==> config.mk <==
export PLATFORM = sky130hd
export DESIGN_NAME = trace_stim_front
export DESIGN_NICKNAME = d
export VERILOG_FILES = /design/src/rtl/tsf_pkg.sv /design/src/rtl/tsf_decode.sv /design/src/rtl/tsf_cfg_regs.sv /design/src/rtl/tsf_push_gate.sv /design/src/rtl/tsf_read_mux.sv /design/src/rtl/trace_stim_front.sv
export SDC_FILE = /design/constraint.sdc
export NUM_CORES = 1
export LEC_CHECK = 0
export BUFFER_PORTS_ARGS = -buffer_cell sky130_fd_sc_hd__buf_4
export CORE_ASPECT_RATIO = 1.4
export CORE_UTILIZATION = 30
export CTS_BUF_LIST = sky130_fd_sc_hd__clkbuf_4 sky130_fd_sc_hd__clkbuf_8 sky130_fd_sc_hd__clkbuf_16
export DETAILED_ROUTE_END_ITERATION = 8
export GPL_TIMING_DRIVEN = 0
export HOLD_SLACK_MARGIN = 0.1
export SLEW_MARGIN = 10
export SYNTH_ARGS = -nofsm -noshare
export SYNTH_HDL_FRONTEND = slang
export SYNTH_SLANG_ARGS = --single-unit
==> constraint.sdc <==
create_clock -name clk -period 2.6 [get_ports clk]
set_input_delay 0.52 -clock clk [delete_from_list [all_inputs] [get_ports clk]]
set_output_delay 0.52 -clock clk [all_outputs]
set_load 0.1 [all_outputs]
==> src/rtl/tsf_pkg.sv <==
package tsf_pkg;

    typedef enum logic [2:0] {
        RG_NONE,
        RG_STIM,
        RG_TEN,
        RG_PRIV,
        RG_CTRL,
        RG_LKEY,
        RG_LSTAT
    } region_e;

    localparam logic [11:0] OFS_TEN   = 12'hE00;
    localparam logic [11:0] OFS_PRIV  = 12'hE40;
    localparam logic [11:0] OFS_CTRL  = 12'hE80;
    localparam logic [11:0] OFS_LKEY  = 12'hFB0;
    localparam logic [11:0] OFS_LSTAT = 12'hFB4;

    localparam logic [31:0] UNLOCK_KEY = 32'hC5AC_CE55;

    // bit0: lock present, bit1: writes blocked, bit2: no byte-wide lock access
    function automatic logic [2:0] lock_status(input logic locked);
        return {1'b0, locked, 1'b1};
    endfunction

endpackage

==> src/rtl/tsf_decode.sv <==
module tsf_decode
    import tsf_pkg::*;
#(
    parameter int NPORT = 32,
    parameter int AW    = 12,
    parameter int PW    = $clog2(NPORT)
) (
    input  logic [AW-1:0] addr,
    output region_e       region,
    output logic [PW-1:0] port
);
    localparam int STIM_SPAN = 4 * NPORT;

    logic [31:0] addr_wide;
    assign addr_wide = {{(32-AW){1'b0}}, addr};

    always_comb begin
        port   = addr[PW+1:2];
        region = RG_NONE;
        if (addr[1:0] == 2'b00) begin
            if (addr_wide < 32'(STIM_SPAN))       region = RG_STIM;
            else if (addr == AW'(OFS_TEN))        region = RG_TEN;
            else if (addr == AW'(OFS_PRIV))       region = RG_PRIV;
            else if (addr == AW'(OFS_CTRL))       region = RG_CTRL;
            else if (addr == AW'(OFS_LKEY))       region = RG_LKEY;
            else if (addr == AW'(OFS_LSTAT))      region = RG_LSTAT;
        end
    end
endmodule

==> src/rtl/tsf_cfg_regs.sv <==
module tsf_cfg_regs
    import tsf_pkg::*;
#(
    parameter int NPORT = 32,
    parameter int NGRP  = 4,
    parameter int DW    = 32
) (
    input  logic             clk,
    input  logic             rst,
    input  logic             wr_en,
    input  region_e          region,
    input  logic             priv,
    input  logic [DW-1:0]    wdata,
    output logic [NPORT-1:0] ter,
    output logic [NGRP-1:0]  tpr,
    output logic             master_en,
    output logic             locked
);
    always_ff @(posedge clk) begin
        if (rst) begin
            ter       <= '0;
            tpr       <= '0;
            master_en <= 1'b0;
            locked    <= 1'b1;
        end else if (wr_en) begin
            case (region)
                RG_LKEY: if (priv) locked <= (wdata != DW'(UNLOCK_KEY));
                RG_TEN:  if (!locked && master_en) ter <= wdata[NPORT-1:0];
                RG_PRIV: if (!locked) tpr <= wdata[NGRP-1:0];
                RG_CTRL: if (!locked) master_en <= wdata[0];
                default: ;
            endcase
        end
    end

    // protected registers hold while locked
    p_locked_hold_r3: assert property (@(posedge clk) disable iff (rst)
        locked |=> ($stable(ter) && $stable(tpr) && $stable(master_en)));

    // port enables cannot change without master enable
    p_ten_master_r4: assert property (@(posedge clk) disable iff (rst)
        !master_en |=> $stable(ter));

    // user-mode key writes never move the lock
    p_user_key_r2: assert property (@(posedge clk) disable iff (rst)
        (wr_en && region == RG_LKEY && !priv) |=> $stable(locked));
endmodule

==> src/rtl/tsf_push_gate.sv <==
module tsf_push_gate #(
    parameter int NPORT = 32,
    parameter int GRP   = 8,
    parameter int NGRP  = 4,
    parameter int DW    = 32,
    parameter int PW    = $clog2(NPORT)
) (
    input  logic             clk,
    input  logic             rst,
    input  logic             stim_wr,
    input  logic [PW-1:0]    port,
    input  logic [DW-1:0]    wdata,
    input  logic             priv,
    input  logic [NPORT-1:0] ter,
    input  logic [NGRP-1:0]  tpr,
    input  logic             master_en,
    input  logic             fifo_full,
    output logic             push_valid,
    output logic [PW-1:0]    push_port,
    output logic [DW-1:0]    push_data
);
    logic [NPORT-1:0] priv_only;
    logic             accept;

    for (genvar g = 0; g < NPORT; g++) begin : g_grp
        assign priv_only[g] = tpr[g / GRP];
    end

    assign accept = stim_wr && master_en && ter[port]
                    && (priv || !priv_only[port]) && !fifo_full;

    always_ff @(posedge clk) begin
        if (rst) begin
            push_valid <= 1'b0;
            push_port  <= '0;
            push_data  <= '0;
        end else begin
            push_valid <= accept;
            if (accept) begin
                push_port <= port;
                push_data <= wdata;
            end
        end
    end

    // a push needs master enable and the port's enable bit
    p_push_enabled_r6: assert property (@(posedge clk) disable iff (rst)
        push_valid |-> ($past(master_en) && $past(ter[port])));

    // never push into a full FIFO
    p_no_push_full_r8: assert property (@(posedge clk) disable iff (rst)
        push_valid |-> !$past(fifo_full));

    // user writes to a guarded group are dropped
    p_user_guard_r7: assert property (@(posedge clk) disable iff (rst)
        (stim_wr && !priv && priv_only[port]) |=> !push_valid);

    // the push carries the port that was written
    p_push_port_r5: assert property (@(posedge clk) disable iff (rst)
        push_valid |-> (push_port == $past(port) && push_data == $past(wdata)));
endmodule

==> src/rtl/tsf_read_mux.sv <==
module tsf_read_mux
    import tsf_pkg::*;
#(
    parameter int NPORT = 32,
    parameter int NGRP  = 4,
    parameter int DW    = 32
) (
    input  logic             sel,
    input  region_e          region,
    input  logic [NPORT-1:0] ter,
    input  logic [NGRP-1:0]  tpr,
    input  logic             master_en,
    input  logic             locked,
    input  logic             fifo_full,
    output logic [DW-1:0]    rdata
);
    always_comb begin
        rdata = '0;
        if (sel) begin
            case (region)
                RG_STIM:  rdata = DW'(!fifo_full);
                RG_TEN:   rdata = DW'(ter);
                RG_PRIV:  rdata = DW'(tpr);
                RG_CTRL:  rdata = DW'(master_en);
                RG_LSTAT: rdata = DW'(lock_status(locked));
                default:  rdata = '0;
            endcase
        end
    end

    // stimulus reads carry only the room flag
    always_comb begin
        if (sel && region == RG_STIM) begin
            p_stim_read_r9: assert (rdata[DW-1:1] == '0);
        end
    end
endmodule

==> src/rtl/trace_stim_front.sv <==
module trace_stim_front
    import tsf_pkg::*;
#(
    parameter int NPORT = 32,
    parameter int GRP   = 8,
    parameter int DW    = 32,
    parameter int AW    = 12
) (
    input  logic                     clk,
    input  logic                     rst,
    input  logic                     bus_sel,
    input  logic                     bus_wr,
    input  logic                     bus_priv,
    input  logic [AW-1:0]            bus_addr,
    input  logic [DW-1:0]            bus_wdata,
    output logic [DW-1:0]            bus_rdata,
    input  logic                     fifo_full,
    output logic                     push_valid,
    output logic [$clog2(NPORT)-1:0] push_port,
    output logic [DW-1:0]            push_data
);
    localparam int NGRP = NPORT / GRP;
    localparam int PW   = $clog2(NPORT);

    region_e          region;
    logic [PW-1:0]    port;
    logic [NPORT-1:0] ter;
    logic [NGRP-1:0]  tpr;
    logic             master_en;
    logic             locked;
    logic             wr_en;

    assign wr_en = bus_sel && bus_wr;

    tsf_decode #(.NPORT(NPORT), .AW(AW), .PW(PW)) u_dec (
        .addr   (bus_addr),
        .region (region),
        .port   (port)
    );

    tsf_cfg_regs #(.NPORT(NPORT), .NGRP(NGRP), .DW(DW)) u_cfg (
        .clk       (clk),
        .rst       (rst),
        .wr_en     (wr_en),
        .region    (region),
        .priv      (bus_priv),
        .wdata     (bus_wdata),
        .ter       (ter),
        .tpr       (tpr),
        .master_en (master_en),
        .locked    (locked)
    );

    tsf_push_gate #(.NPORT(NPORT), .GRP(GRP), .NGRP(NGRP), .DW(DW), .PW(PW)) u_gate (
        .clk        (clk),
        .rst        (rst),
        .stim_wr    (wr_en && region == RG_STIM),
        .port       (port),
        .wdata      (bus_wdata),
        .priv       (bus_priv),
        .ter        (ter),
        .tpr        (tpr),
        .master_en  (master_en),
        .fifo_full  (fifo_full),
        .push_valid (push_valid),
        .push_port  (push_port),
        .push_data  (push_data)
    );

    tsf_read_mux #(.NPORT(NPORT), .NGRP(NGRP), .DW(DW)) u_rd (
        .sel       (bus_sel && !bus_wr),
        .region    (region),
        .ter       (ter),
        .tpr       (tpr),
        .master_en (master_en),
        .locked    (locked),
        .fifo_full (fifo_full),
        .rdata     (bus_rdata)
    );

    // writes outside the map leave all state untouched
    p_undef_write_r10: assert property (@(posedge clk) disable iff (rst)
        (wr_en && region == RG_NONE) |=> ($stable(ter) && $stable(tpr)
                                          && $stable(master_en) && $stable(locked)));
endmodule

==> results.json <==
{
  "antenna_found_initial": 0,
  "grt_max_degree": 13,
  "tightest_slew_ps": 611,
  "yosys_warnings": 0,
  "n_antenna_cell": 0,
  "routabilityCongestion": 0.869,
  "cts_tree": "done",
  "cp_top_family": "buffers and inverters",
  "vias_per_cell": 5.42,
  "clock.fmax_ghz": 0.352,
  "p_leak_nw": 2.25,
  "n_fill_cell": 1160,
  "critical_path.startpoint": "bus_addr[3]",
  "rows": 47,
  "final_antenna_net_count": 0,
  "synthArstFlopShare_pct": 0,
  "crit_arrival_ps": 2320,
  "overflow": 0,
  "grtUsageTotal_pct": 22.1,
  "grt_pass1_vias": 3997,
  "max-clock-path-buffers": 2,
  "reg2reg_depth": 7,
  "crit_path_end": "bus_rdata[0]",
  "design_power_total_mw": 2.52,
  "syn_area_per_cell_sq_um": 7.83,
  "hpwl_mm": 10.2,
  "drtPass1Iterations": 5,
  "drive_gt1_share_pct": 35.7,
  "yosys-top-cells-area": "dfxtp_1 (41%), a21oi_1 (10%), nand2_1 (7.8%)",
  "holdPathStages": 3,
  "worstSetupStartpointType": "input pin",
  "die_x_um": 96.1,
  "ir_drop_v": 0.000327,
  "cap_violations": 0,
  "critPathMaxFanout": 4,
  "final_cells": 769,
  "violations": "negative setup slack",
  "reg2reg_setup_slack_ps": 440,
  "end_kind": "primary output",
  "cts_hold_buf": 0,
  "syn_nets": 525,
  "path_cells": "buf_12, and4b_1, buf_6, nand2_2, o31a_1, buf_4, mux2_4, nand3b_1, buf_4, a31oi_4, buf_12",
  "setup_violations": 32,
  "worst_slack_ps": -240,
  "clkLatencyLatePin_ps": 340,
  "start_util_pct": 31.2,
  "clk_pin_slew_ps": 60,
  "dieArea_sq_mm": 0.0129,
  "root_buffer": "clkbuf_16",
  "placed_cells": 738,
  "hold_violations": 0,
  "die_h_um": 134,
  "synth_top_cell_by_area": "dfxtp_1",
  "max_stage_delay_ps": 330,
  "power_density_mw_per_mm2": 431,
  "syn_to_final_growth_pct": 57.1,
  "synth_ff_type": "dfxtp_1",
  "path_depth": 11,
  "critical_path_buf_inv_count": 5,
  "worstPathRequired_ps": 2080,
  "drcViolationCount": 0,
  "ys_seq_area_share_pct": 40.9,
  "slew_violations": 0,
  "core_sq_mm": 0.0119,
  "timing.final.crit_share_pct": 109,
  "post-route-min-period_ps": 2840,
  "ios": 120,
  "rsz0062_at_grt": "yes",
  "synth_edf_count": 0,
  "crit_type": "in -> out",
  "hold_class": "in -> reg",
  "ys_seq_elements": 76,
  "maxSlewHeadroom_pct": 59.3,
  "cts.sinks": 76,
  "nNetsFinal": 668,
  "synth.top_cell.area_share_pct": 40.9,
  "reg2reg_to": "u_gate.push_data[4]$_SDFFE_PP0P_",
  "skew_ps": 7.52,
  "h-tree-depth": 3,
  "synthesis.area_sq_mm": 0.00372,
  "reg2reg_from": "u_cfg.tpr[1]$_SDFFE_PP0P_",
  "vias": 4171,
  "avgRoutedWirePerCell_um": 18.3,
  "wirelength_mm": 14.1,
  "drt_iter0_markers": 311,
  "status": "complete, but fails checks",
  "synthCells": 475,
  "cts-buffers-inserted": 9,
  "io_buffers": 116,
  "critPathSlowestCell": "o31a_1",
  "synth.distinct_cells": 44,
  "grt_pass1_wl_mm": 21.1
}
## synthesized netlist by cell type, types with 3 or more instances
| cell | count |
|---|---|
| buf_4 | 3 |
| buf_6 | 4 |
| buf_2 | 17 |
| nor3_1 | 5 |
| and3_1 | 6 |
| clkbuf_1 | 16 |
| a32oi_1 | 3 |
| o21ai_1 | 20 |
| a21oi_1 | 76 |
| a22oi_1 | 5 |
| nor2_1 | 15 |
| dfxtp_1 | 76 |
| o21ai_0 | 18 |
| nand3_1 | 50 |
| nor4bb_1 | 3 |
| nand4_1 | 3 |
| nand2_1 | 77 |
| nor4_1 | 3 |
| and2_1 | 28 |
| mux2i_1 | 17 |
## metrics by stage
step / TNS (ps) / area (sq um) / hold WS (ps) / utilization, % / setup WS [ps]
2_1_floorplan: -4460 / 3870 / 441 / - / -516
3_3_place_gp: -30280 / 4920 / 454 / 41.2 / -784
3_5_place_dp: -30470 / 4920 / 460 / 41.2 / -812
4_1_cts: -5820 / 5730 / 440 / 48.0 / -240
5_1_grt: -9410 / 5850 / 445 / 49.0 / -329
6_report: -6420 / 5850 / 447 / 49.0 / -240
## cell type report
| type | count | area (sq um) | share of cell area (%) |
|---|---|---|---|
| Inverter | 2 | 7.51 | 0.128 |
| Tap cell | 147 | 184 | 3.15 |
| Multi-Input combinational cell | 357 | 2160 | 36.9 |
| Buffer | 39 | 265 | 4.54 |
| Clock buffer | 11 | 253 | 4.32 |
| Clock inverter | 4 | 25.0 | 0.428 |
| Timing Repair Buffer | 133 | 1440 | 24.5 |
| Sequential cell | 76 | 1520 | 26.0 |
## cells in the final DEF, fill, tap and decap left out, drive strengths merged, types with 2 or more instances in the layout
cell type / synthesis / layout
buf: 24 / 156
nand2: 77 / 77
a21oi: 77 / 77
dfxtp: 76 / 76
nand3: 50 / 50
o21ai: 38 / 38
and2: 28 / 28
clkbuf: 16 / 27
mux2i: 17 / 17
nor2: 15 / 15
and3: 6 / 6
nor3: 6 / 6
a22oi: 5 / 5
nand4: 3 / 3
a32oi: 3 / 3
nor4bb: 3 / 3
nor4: 3 / 3
and4b: 2 / 2
and2b: 2 / 2
and4: 2 / 2
nand4b: 2 / 2
nor4b: 2 / 2
clkinvlp: 0 / 2
clkinv: 0 / 2
inv: 2 / 2
## per-layer routing
metal  wire length (um)  track usage [%]  vias up
met2               7320             37.8      186
met3                894             4.59       30
met5                  0                0        -
met1               5440             26.0     1989
met4                444             9.37        0
li1                   -                -     1966
## worst min-delay path by stage
stage,from,end
finish,bus_wdata[26],u_cfg.ter[26]$_SDFFE_PP0P_
global route,bus_wdata[26],u_cfg.ter[26]$_SDFFE_PP0P_
CTS,bus_wdata[26],u_cfg.ter[26]$_SDFFE_PP0P_
detailed placement,u_cfg.tpr[3]$_SDFFE_PP0P_,u_cfg.tpr[3]$_SDFFE_PP0P_
global placement,u_cfg.ter[15]$_SDFFE_PP0P_,u_cfg.ter[15]$_SDFFE_PP0P_
floorplan,u_cfg.tpr[1]$_SDFFE_PP0P_,u_cfg.tpr[1]$_SDFFE_PP0P_
## worst min-delay path, cell delays in order
cell	delay, ps
buf_4	120
nand2_1	50
a21oi_1	50
## kinds of logic after synthesis
group / count (synthesis) / share of synthesized area [%]
flops: 76 / 40.9
buf+inv: 42 / 5.92
simple gates: 207 / 28.1
compound gates: 131 / 19.6
mux: 19 / 5.48
## registers in the layout, summed over array words and instances (netlist names)
register           count
u_gate.push_valid      1
u_cfg.locked           1
u_cfg.master_en        1
u_cfg.tpr              4
u_cfg.ter             32
u_gate.push_data      32
u_gate.push_port       5
## report_power, final
group	internal (mW)	leakage, nW	switching, mW
Combinational	0.0839	1.51	0.109
Sequential	1.16	0.612	0.0000000000000000453
Clock	0.689	0.133	0.475
Total	1.94	2.25	0.584
## repair_timing
item | in CTS | in global routing
cloned | 0 | 3
setup buffers | 9 | 5
pin swaps | 11 | 5
setup endpoints to repair | 32 | 59
resized for setup | 112 | 13
(Power assumes the default switching activity.)
